$ cat src/rtl/mwEepromPkg.sv
package mwEepromPkg;
  localparam int MW_ADDR_W = 6;
  localparam int MW_DATA_W = 16;

  localparam logic [1:0] OP_MISC  = 2'b00;
  localparam logic [1:0] OP_WRITE = 2'b01;
  localparam logic [1:0] OP_READ  = 2'b10;
  localparam logic [1:0] OP_ERASE = 2'b11;

  localparam logic [1:0] SUB_DIS  = 2'b00;
  localparam logic [1:0] SUB_WRAL = 2'b01;
  localparam logic [1:0] SUB_ERAL = 2'b10;
  localparam logic [1:0] SUB_EN   = 2'b11;

  typedef enum logic [2:0] {S_IDLE, S_CMD, S_DATA, S_READ, S_DONE} mwState_e;

  typedef struct packed {
    logic shiftData;
    logic loadRead;
    logic shiftOut;
    logic readActive;
    logic doWrite;
    logic doErase;
    logic doEraseAll;
    logic doWriteAll;
    logic setEn;
    logic clrEn;
  } mwStrobe_t;
endpackage

$ cat src/rtl/mwEepromCtrl.sv
module mwEepromCtrl
  import mwEepromPkg::*;
#(
  parameter int ADDR_W = MW_ADDR_W,
  parameter int DATA_W = MW_DATA_W
) (
  input  logic              clk,
  input  logic              rstN,
  input  logic              chipSel,
  input  logic              serClk,
  input  logic              serDin,
  output mwStrobe_t         stb,
  output logic [ADDR_W-1:0] addr,
  output logic              dinQ
);
  localparam int CMD_W = ADDR_W + 2;
  localparam int CNT_W = $clog2(DATA_W + 1);

  logic csQ, sclkQ, sclkPrev, rise;
  mwState_e state, nextState;
  logic [CNT_W-1:0] cnt, nextCnt;
  logic [CMD_W-1:0] cmdSh, full;
  logic [1:0] opFull, subFull;

  always_ff @(posedge clk or negedge rstN) begin
    if (!rstN) begin
      csQ <= 1'b0; sclkQ <= 1'b0; sclkPrev <= 1'b0; dinQ <= 1'b0;
    end else begin
      csQ <= chipSel; sclkQ <= serClk; sclkPrev <= sclkQ; dinQ <= serDin;
    end
  end

  assign rise    = sclkQ & ~sclkPrev;
  assign full    = {cmdSh[CMD_W-2:0], dinQ};
  assign opFull  = full[CMD_W-1:CMD_W-2];
  assign subFull = full[ADDR_W-1:ADDR_W-2];

  always_comb begin
    stb = '0;
    nextState = state;
    nextCnt = cnt;
    stb.readActive = (state == S_READ);
    addr = (state == S_CMD) ? full[ADDR_W-1:0] : cmdSh[ADDR_W-1:0];
    if (!csQ) begin
      nextState = S_IDLE;
      nextCnt = '0;
    end else if (rise) begin
      case (state)
        S_IDLE: if (dinQ) begin nextState = S_CMD; nextCnt = '0; end
        S_CMD: begin
          nextCnt = cnt + 1'b1;
          if (cnt == CNT_W'(CMD_W - 1)) begin
            nextCnt = '0;
            nextState = S_DONE;
            case (opFull)
              OP_READ:  begin stb.loadRead = 1'b1; nextState = S_READ; end
              OP_WRITE: nextState = S_DATA;
              OP_ERASE: stb.doErase = 1'b1;
              default: begin
                case (subFull)
                  SUB_EN:   stb.setEn = 1'b1;
                  SUB_ERAL: stb.doEraseAll = 1'b1;
                  SUB_WRAL: nextState = S_DATA;
                  default:  stb.clrEn = 1'b1;
                endcase
              end
            endcase
          end
        end
        S_DATA: begin
          stb.shiftData = 1'b1;
          nextCnt = cnt + 1'b1;
          if (cnt == CNT_W'(DATA_W - 1)) begin
            nextState = S_DONE;
            nextCnt = '0;
            if (cmdSh[CMD_W-1:CMD_W-2] == OP_WRITE) stb.doWrite = 1'b1;
            else stb.doWriteAll = 1'b1;
          end
        end
        S_READ: begin
          if (cnt == CNT_W'(DATA_W)) nextState = S_DONE;
          else begin stb.shiftOut = 1'b1; nextCnt = cnt + 1'b1; end
        end
        default: ;
      endcase
    end
  end

  always_ff @(posedge clk or negedge rstN) begin
    if (!rstN) begin
      state <= S_IDLE;
      cnt   <= '0;
      cmdSh <= '0;
    end else begin
      state <= nextState;
      cnt   <= nextCnt;
      if (csQ && rise && state == S_CMD) cmdSh <= full;
    end
  end

  // a sampled 0 before the start bit keeps the shifter idle
  p_lead_zero_r2: assert property (@(posedge clk) disable iff (!rstN)
    (csQ && rise && state == S_IDLE && !dinQ) |=> state == S_IDLE);

  // chip select low always returns the sequencer to idle
  p_cs_abort_r9: assert property (@(posedge clk) disable iff (!rstN)
    !csQ |=> state == S_IDLE);

  // at most one array or latch action per edge
  p_one_action_r8: assert property (@(posedge clk) disable iff (!rstN)
    $onehot0({stb.doWrite, stb.doErase, stb.doEraseAll, stb.doWriteAll, stb.setEn, stb.clrEn}));
endmodule

$ cat src/rtl/mwEepromDatapath.sv
module mwEepromDatapath
  import mwEepromPkg::*;
#(
  parameter int ADDR_W = MW_ADDR_W,
  parameter int DATA_W = MW_DATA_W
) (
  input  logic              clk,
  input  logic              rstN,
  input  mwStrobe_t         stb,
  input  logic [ADDR_W-1:0] addr,
  input  logic              dinQ,
  output logic              serDout
);
  localparam int DEPTH = 1 << ADDR_W;

  logic [DATA_W-1:0] mem [DEPTH];
  logic [DATA_W-2:0] dataSh;
  logic [DATA_W-1:0] wrWord, selWord;
  logic [DATA_W:0]   outSh;
  logic              progEn;

  assign wrWord  = {dataSh, dinQ};
  assign selWord = mem[addr];

  for (genvar w = 0; w < DEPTH; w++) begin : g_word
    always_ff @(posedge clk or negedge rstN) begin
      if (!rstN) mem[w] <= '0;
      else if (progEn) begin
        if (stb.doEraseAll) mem[w] <= '1;
        else if (stb.doWriteAll) mem[w] <= wrWord;
        else if (addr == ADDR_W'(w)) begin
          if (stb.doErase) mem[w] <= '1;
          else if (stb.doWrite) mem[w] <= wrWord;
        end
      end
    end
  end

  always_ff @(posedge clk or negedge rstN) begin
    if (!rstN) begin
      progEn <= 1'b0;
      dataSh <= '0;
      outSh  <= '1;
    end else begin
      if (stb.setEn) progEn <= 1'b1;
      else if (stb.clrEn) progEn <= 1'b0;
      if (stb.shiftData) dataSh <= wrWord[DATA_W-2:0];
      if (stb.loadRead) outSh <= {1'b0, selWord};
      else if (stb.shiftOut) outSh <= {outSh[DATA_W-1:0], 1'b1};
    end
  end

  assign serDout = stb.readActive ? outSh[DATA_W] : 1'b1;

  // the first bit shown after a read command is a dummy zero
  p_dummy_zero_r3: assert property (@(posedge clk) disable iff (!rstN)
    stb.loadRead |=> !outSh[DATA_W]);

  // with programming disabled the addressed word does not move
  p_locked_word_r8: assert property (@(posedge clk) disable iff (!rstN)
    (!progEn && (stb.doWrite || stb.doErase)) |=> $stable(selWord));

  // an enabled erase leaves the addressed word all ones
  p_erase_ones_r5: assert property (@(posedge clk) disable iff (!rstN)
    (progEn && stb.doErase) |=> selWord == '1);

  // an enabled erase-all sets the first and last words to all ones
  p_erase_all_r6: assert property (@(posedge clk) disable iff (!rstN)
    (progEn && stb.doEraseAll) |=> (mem[0] == '1 && mem[DEPTH-1] == '1));
endmodule

$ cat src/rtl/mwEeprom.sv
module mwEeprom
  import mwEepromPkg::*;
#(
  parameter int ADDR_W = MW_ADDR_W,
  parameter int DATA_W = MW_DATA_W
) (
  input  logic clk,
  input  logic rstN,
  input  logic chipSel,
  input  logic serClk,
  input  logic serDin,
  output logic serDout
);
  mwStrobe_t         stb;
  logic [ADDR_W-1:0] addr;
  logic              dinQ;

  mwEepromCtrl #(.ADDR_W(ADDR_W), .DATA_W(DATA_W)) u_ctrl (
    .clk(clk), .rstN(rstN), .chipSel(chipSel), .serClk(serClk),
    .serDin(serDin), .stb(stb), .addr(addr), .dinQ(dinQ)
  );

  mwEepromDatapath #(.ADDR_W(ADDR_W), .DATA_W(DATA_W)) u_dp (
    .clk(clk), .rstN(rstN), .stb(stb), .addr(addr), .dinQ(dinQ),
    .serDout(serDout)
  );
endmodule

$ cat config.mk
export PLATFORM = sky130hd
export DESIGN_NAME = mwEeprom
export DESIGN_NICKNAME = d
export VERILOG_FILES = /design/src/rtl/mwEepromPkg.sv /design/src/rtl/mwEepromCtrl.sv /design/src/rtl/mwEepromDatapath.sv /design/src/rtl/mwEeprom.sv
export SDC_FILE = /design/constraint.sdc
export NUM_CORES = 2
export LEC_CHECK = 0
export BUFFER_PORTS_ARGS = -buffer_cell sky130_fd_sc_hd__buf_2
export CAP_MARGIN = 10
export CORE_MARGIN = 2
export CORE_UTILIZATION = 45
export DETAILED_ROUTE_END_ITERATION = 12
export GPL_TIMING_DRIVEN = 0
export MAX_ROUTING_LAYER = met4
export PLACE_DENSITY = 0.59
export SYNTH_ARGS = -nofsm -noshare
export SYNTH_HDL_FRONTEND = slang
export SYNTH_SLANG_ARGS = --single-unit
$ cat constraint.sdc
create_clock -name clk -period 4.3 [get_ports clk]
set_input_delay 0.86 -clock clk [delete_from_list [all_inputs] [get_ports clk]]
set_output_delay 0.86 -clock clk [all_outputs]
set_load 0.03 [all_outputs]
# Word level (Yosys, flattened, before mapping)
# Index checks and enable logic that the tools add are counted.
dict set report op_classes {
  addsub 1
  n_lt_le_gt_ge 1
  eq_ne 83
  mux 245
  bitwise 3
  n_reduce_logical 139
}
# op count
set ops {}
lappend ops {{$mux 16} 196}
lappend ops {{$eq 6x6->1 const B} 32}
lappend ops {{$reduce_and 3->1} 64}
lappend ops {{$reduce_bool 3->1} 64}
lappend ops {{$bmux 16 s6} 1}
lappend ops {{$eq 6x5->1 const B} 16}
lappend ops {{$eq 6x4->1 const B} 8}
lappend ops {{$mux 17} 2}
lappend ops {{$mux 5} 6}
lappend ops {{$mux 3} 9}
lappend ops {{$eq 6x3->1 const B} 4}
lappend ops {{$mux 1} 20}
lappend ops {{$pmux 5 s4} 1}
lappend ops {{$mux 6} 3}
lappend ops {{$eq 6x2->1 const B} 2}
lappend ops {{$ne 3x3->1 const B} 4}
lappend ops {{$pmux 3 s4} 1}
lappend ops {{$mux 2} 5}
lappend ops {{$pmux 3 s3} 1}
lappend ops {{$eq 2x2->1 const B} 4}
lappend ops {{$ge 7x7->1 const B} 1}
lappend ops {{$not 6->7} 1}
lappend ops {{$eq 2x1->1 const B} 3}
lappend ops {{$eq 3x2->1 const B} 2}
lappend ops {{19 further kinds} 22}
dict set report word_totals {
  regBits 1077
  in_bits 5
  out_inout_bits 1
}

# Depth between registers and ports, before layout
dict set report logic_depth {
  depth_word 13
  ltp_mapped 12
}

# Cells and area by module
# Synthesis repeated with hierarchy kept, for this count alone.
dict set report unflattened {
  hier_cells 4415
  area_unflattened_um2 48131.2
}
# mod n_inst cells_per_inst area_per_inst_um2
set by_module_without_submodules {}
lappend by_module_without_submodules {mwEepromDatapath 1 4284 46814.9}
lappend by_module_without_submodules {mwEepromCtrl 1 131 1316.3}

# Least setup slack after synthesis
# No wires, ideal clock.
dict set report synth_path {
  path_kind {register to register}
  from {register u_ctrl.state[1]}
  to {register u_dp.outSh[0]}
  setup_ns 0.104
  t_arrival_ns 2.574
  required_time_ns 4.196
  slack_ns 1.622
  stages_incl_launch_ff 12
  n_path_buf 4
  synth_period_minus_slack_ns 2.678
  cell_sequence {dfrtp_1 -> buf_2 -> or3b_1 -> buf_6 -> a21oi_1 -> buf_4 -> buf_6 -> mux2_2 -> a2111oi_0 -> a31oi_1 -> a21oi_1 -> a41oi_1}
}
dict set report synth_between {
  elab_chain_len 7
  word_cells_on_any_way 13
  classes_between {2 x eq/ne; 9 x mux; 1 x bitwise; 1 x reduce/logical}
}
# element line_no
set synth_lines {}
lappend synth_lines {{start: declaration} mwEepromCtrl.sv:20} ;# mwState_e state, nextState;
lappend synth_lines {{start signal: assignment} mwEepromCtrl.sv:95} ;# state <= nextState;
lappend synth_lines {{$eq 3x1->1} {mwEepromCtrl.sv:43, mwEepromCtrl.sv:48}}
lappend synth_lines {{$mux 6} mwEepromCtrl.sv:43} ;# addr = (state == S_CMD) ? full[ADDR_W-1:0] : cmdSh[ADDR_W-1:0];
lappend synth_lines {{$not 6->7 (not written as such)} mwEepromDatapath.sv:23} ;# assign selWord = mem[addr];
lappend synth_lines {{$bmux 16 s6} mwEepromDatapath.sv:23}
lappend synth_lines {{$mux 16 (not written as such) (2 in a row)} mwEepromDatapath.sv:23}
lappend synth_lines {{$mux 17} mwEepromDatapath.sv:48} ;# if (stb.loadRead) outSh <= {1'b0, selWord};
lappend synth_lines {{end signal: assignment} mwEepromDatapath.sv:48}
lappend synth_lines {{end signal: assignment} mwEepromDatapath.sv:49} ;# else if (stb.shiftOut) outSh <= {outSh[DATA_W-1:0], 1'b1};
lappend synth_lines {{end: declaration} mwEepromDatapath.sv:19} ;# logic [DATA_W:0] outSh;
# Several ways; a longest one is shown, not always the timed one. The select of a mux whose other input is x is not followed.
# A chain may end at the register's enable or synchronous reset.

# Final worst setup path
dict set report layout_path {
  from {register u_ctrl.cmdSh[0]}
  to {register u_dp.outSh[6]}
}
dict set report layout_between {
  elab_chain_len 6
}
# element line_no
set layout_lines {}
lappend layout_lines {{start: declaration} mwEepromCtrl.sv:22} ;# logic [CMD_W-1:0] cmdSh, full;
lappend layout_lines {{start signal: assignment} mwEepromCtrl.sv:97} ;# if (csQ && rise && state == S_CMD) cmdSh <= full;
lappend layout_lines {{$mux 6} mwEepromCtrl.sv:43}
lappend layout_lines {{$not 6->7 (not written as such)} mwEepromDatapath.sv:23}
lappend layout_lines {{$bmux 16 s6} mwEepromDatapath.sv:23}
lappend layout_lines {{$mux 16 (not written as such) (2 in a row)} mwEepromDatapath.sv:23}
lappend layout_lines {{$mux 17} mwEepromDatapath.sv:48}
# Every way passes these cells. The select of a mux whose other input is x is not followed.

==> run metrics <==
outcome finished with violations; failing checks max-capacitance violations, max-slew violations, negative setup slack; Core ar. 111000 sq um; chip width 339 um; die area 115000 sq um; Final min period 4.56 ns; Initial DRC Count 9500; Final Skew 0.0380 ns; fin worst setup slack -0.261 ns; Starting Density 0.455; Sink Count 1077; transition time of the tightest slew-check pin 1.53 ns; Final Cycle Share 1.06; Comb pwr share 0.278; leak pwr 25.4 nW; Buf+Inv Stages, Crit Path 4; Int Power 18.0 mW; Startpoint Class register; WL/cell 44.4 um; vias in the first global route 46253; DRC viols 0; Seq/Total Area, Yosys 0.535; #FFs+latches synth 1077; final std cells w/o fill 7172; Ys Warns 0; Netlist Area Pre-Place 50500 sq um; final wirelength 318000 um; GPL Wtd Cong 1.14; Final Hold Viols 0; VDD IR-drop max 0.429 mV; nets 5550; Fin Setup TNS -7.04 ns; number of synthesized flops with an enable pin 0; Setup CP Type reg2reg; Fmax 219 MHz; PnR Total Power 29.5 mW; largest net degree at the start of global routing 165; CP max-delay cell buf_1; CTS clk-pin slew, worst paths 0.06 ns; CTS tree done; first-pass GRT wire length 418000 um; unrepaired setup endpoints after global routing true; chip height 339 um; Most used DFF post-synth dfrtp_1; Congestion Overflow GR 0; syn nets 5328; H-Tree Level Count 3; Max Cap Viol 1; ys async rst share 1.00; Final Setup Violations 94; Synth cell types 68; maximum buffer depth of the clock tree 3; Synth Instances 5315; Finished Core Util 0.532; io pins 6; setup bufs post-CTS 0; post-synthesis area per instance 9.49 sq um; CP Capture Type register; via/cell ratio 7.06; post-route ant nets 0; CP dominant cell by count buf_2; Hold-fix buffers, CTS 0; DR vias 50664; crit path max fanout 10; PwrDens 500 nW/um^2; initial antenna violation count 44; CP required 4.96 ns; Sequential Power Share 0.345; gr usage total 0.562; max-slew violation count 11; Inserted Clock Buffers 119; max incr delay on CP 0.73 ns; Clock power frac 0.378; share of cells above drive strength 1 0.139; DP Cell Count 6894; flop-to-flop setup slack -0.26 ns; clock root buffer clkbuf_16; Pre-antenna DRT Iters 9; area delta synth->final 17.0%; net load switching power 11.5 mW; Place WS -0.674 ns; max-slew headroom at the worst pin -0.0175; CP cell instances buf_2, buf_2, buf_1, buf_8, mux2_2, a22o_1, a221oi_2, o22ai_1, o21ai_0, a41oi_1; CP delay by family, top compound AO/OA/AOI/OAI gates; sw frac 0.391; port bufs 5; WP data arrival 5.22 ns; Worst Hold Class in2async; Skew-Pair Late Insertion Delay 0.78 ns; # rows 122; DP HPWL 231000 um
cell usage in the layout, fill, tap and decap left out, types with 19 or more instances in the layout:
cell / n
mux2i_1: 151
clkinv_2: 19
o22ai_1: 96
a21oi_1: 403
a22o_1: 121
clkbuf_2: 40
a22oi_1: 280
nor2b_1: 26
buf_8: 52
o21ai_0: 628
nand3_1: 27
clkbuf_8: 27
diode_2: 52
mux2_2: 186
nand2_1: 839
a211oi_1: 19
buf_16: 29
o21ai_1: 167
a221oi_1: 58
clkbuf_16: 121
nor2_1: 400
a31oi_1: 50
buf_2: 140
dfrtp_1: 1060
clkbuf_1: 330
metrics by stage:
stage | instance area (sq um) | hold WS, ns
2_1_floorplan | 50500 | 0.367
3_3_place_gp | 52300 | 0.455
3_5_place_dp | 54000 | 0.453
4_1_cts | 58500 | 0.0922
5_1_grt | 59000 | 0.108
6_report | 59000 | 0.0535
cells by family after synthesis:
group | Yosys count | share of synthesized area
DFF | 1077 | 0.535
muxes | 345 | 0.0731
adders and majority gates | 9 | 0.00218
AOI/OAI and AO/OA | 1948 | 0.234
buffers and inverters | 542 | 0.0450
and+or+nand+nor | 1394 | 0.111
per-layer routing:
layer	routed length [um]	share of wire	up-vias	global-route usage
li1	-	-	19485	-
met1	113000	0.35	25197	0.670
met2	122000	0.38	4611	0.713
met3	48300	0.15	1371	0.245
met4	35400	0.11	0	0.484
met5	0	0	-	-
sequential cells by signal (all words and copies together) (netlist names):
signal,cells
u_ctrl.cmdSh,8
u_ctrl.cnt,5
u_ctrl.csQ,1
u_ctrl.dinQ,1
u_ctrl.sclkPrev,1
u_ctrl.sclkQ,1
u_ctrl.state,3
u_dp.dataSh,15
u_dp.mem,1024
u_dp.outSh,17
u_dp.progEn,1
cell usage after synthesis (all sizes together) (17+ instances only):
cell / number / area share
o41ai: 23 / 0.0040
o22ai: 101 / 0.013
mux2: 186 / 0.042
a21oi: 413 / 0.041
a22oi: 282 / 0.042
a221oi: 60 / 0.010
a211oi: 20 / 0.0032
clkbuf: 355 / 0.026
nand3: 27 / 0.0027
a31oi: 50 / 0.0062
mux2i: 159 / 0.032
nor2b: 27 / 0.0033
nor2: 417 / 0.031
nand2: 840 / 0.062
buf: 173 / 0.018
nor4: 19 / 0.0025
dfstp: 17 / 0.0089
o21ai: 795 / 0.079
a22o: 121 / 0.021
dfrtp: 1060 / 0.53
final timing paths:
check,start,to,depth (start not counted)
max reg2reg,u_ctrl.cmdSh[0]$_DFFE_PN0P_,u_dp.outSh[6]$_DFFE_PN1P_,10
min,rstN,u_ctrl.cnt[3]$_DFFE_PN0P_,1
min reg2reg,u_ctrl.sclkQ$_DFF_PN0_,u_ctrl.sclkPrev$_DFF_PN0_,0
max,u_ctrl.cmdSh[0]$_DFFE_PN0P_,u_dp.outSh[6]$_DFFE_PN1P_,10
min in group clk,serDin,u_ctrl.dinQ$_DFF_PN0_,1
max in group asynchronous,rstN,u_dp.mem[348]$_DFFE_PN0P_,4
power by group through the flow:
| stage | logic, mW | clock network (mW) | registers, mW |
|---|---|---|---|
| 6_report | 8.20 | 11.2 | 10.2 |
| 5_1_grt | 7.56 | 11.5 | 10.2 |
| 4_1_cts | 7.29 | 11.0 | 10.2 |
| 3_5_place_dp | 7.22 | 0 | 10.4 |
| 3_3_place_gp | 6.83 | 0 | 10.4 |
| 2_1_floorplan | 2.48 | 0 | 10.4 |
cell type report:
class	instances	area (sq um)
Fill cell	10358	52000
Sequential cell	1077	27000
Multi-Input combinational cell	3696	21700
Clock buffer	169	3460
Buffer	526	2360
Tap cell	1488	1860
Timing Repair Buffer	103	1770
Clock inverter	47	712
Antenna cell	52	130
Inverter	14	52.6
what timing repair did:
item | 4_1_cts | 5_1_grt
pin swaps | 0 | 1
gates resized for setup | 73 | 60
setup endpoints to repair | 138 | 28
Power figures use the tool's default switching activity.
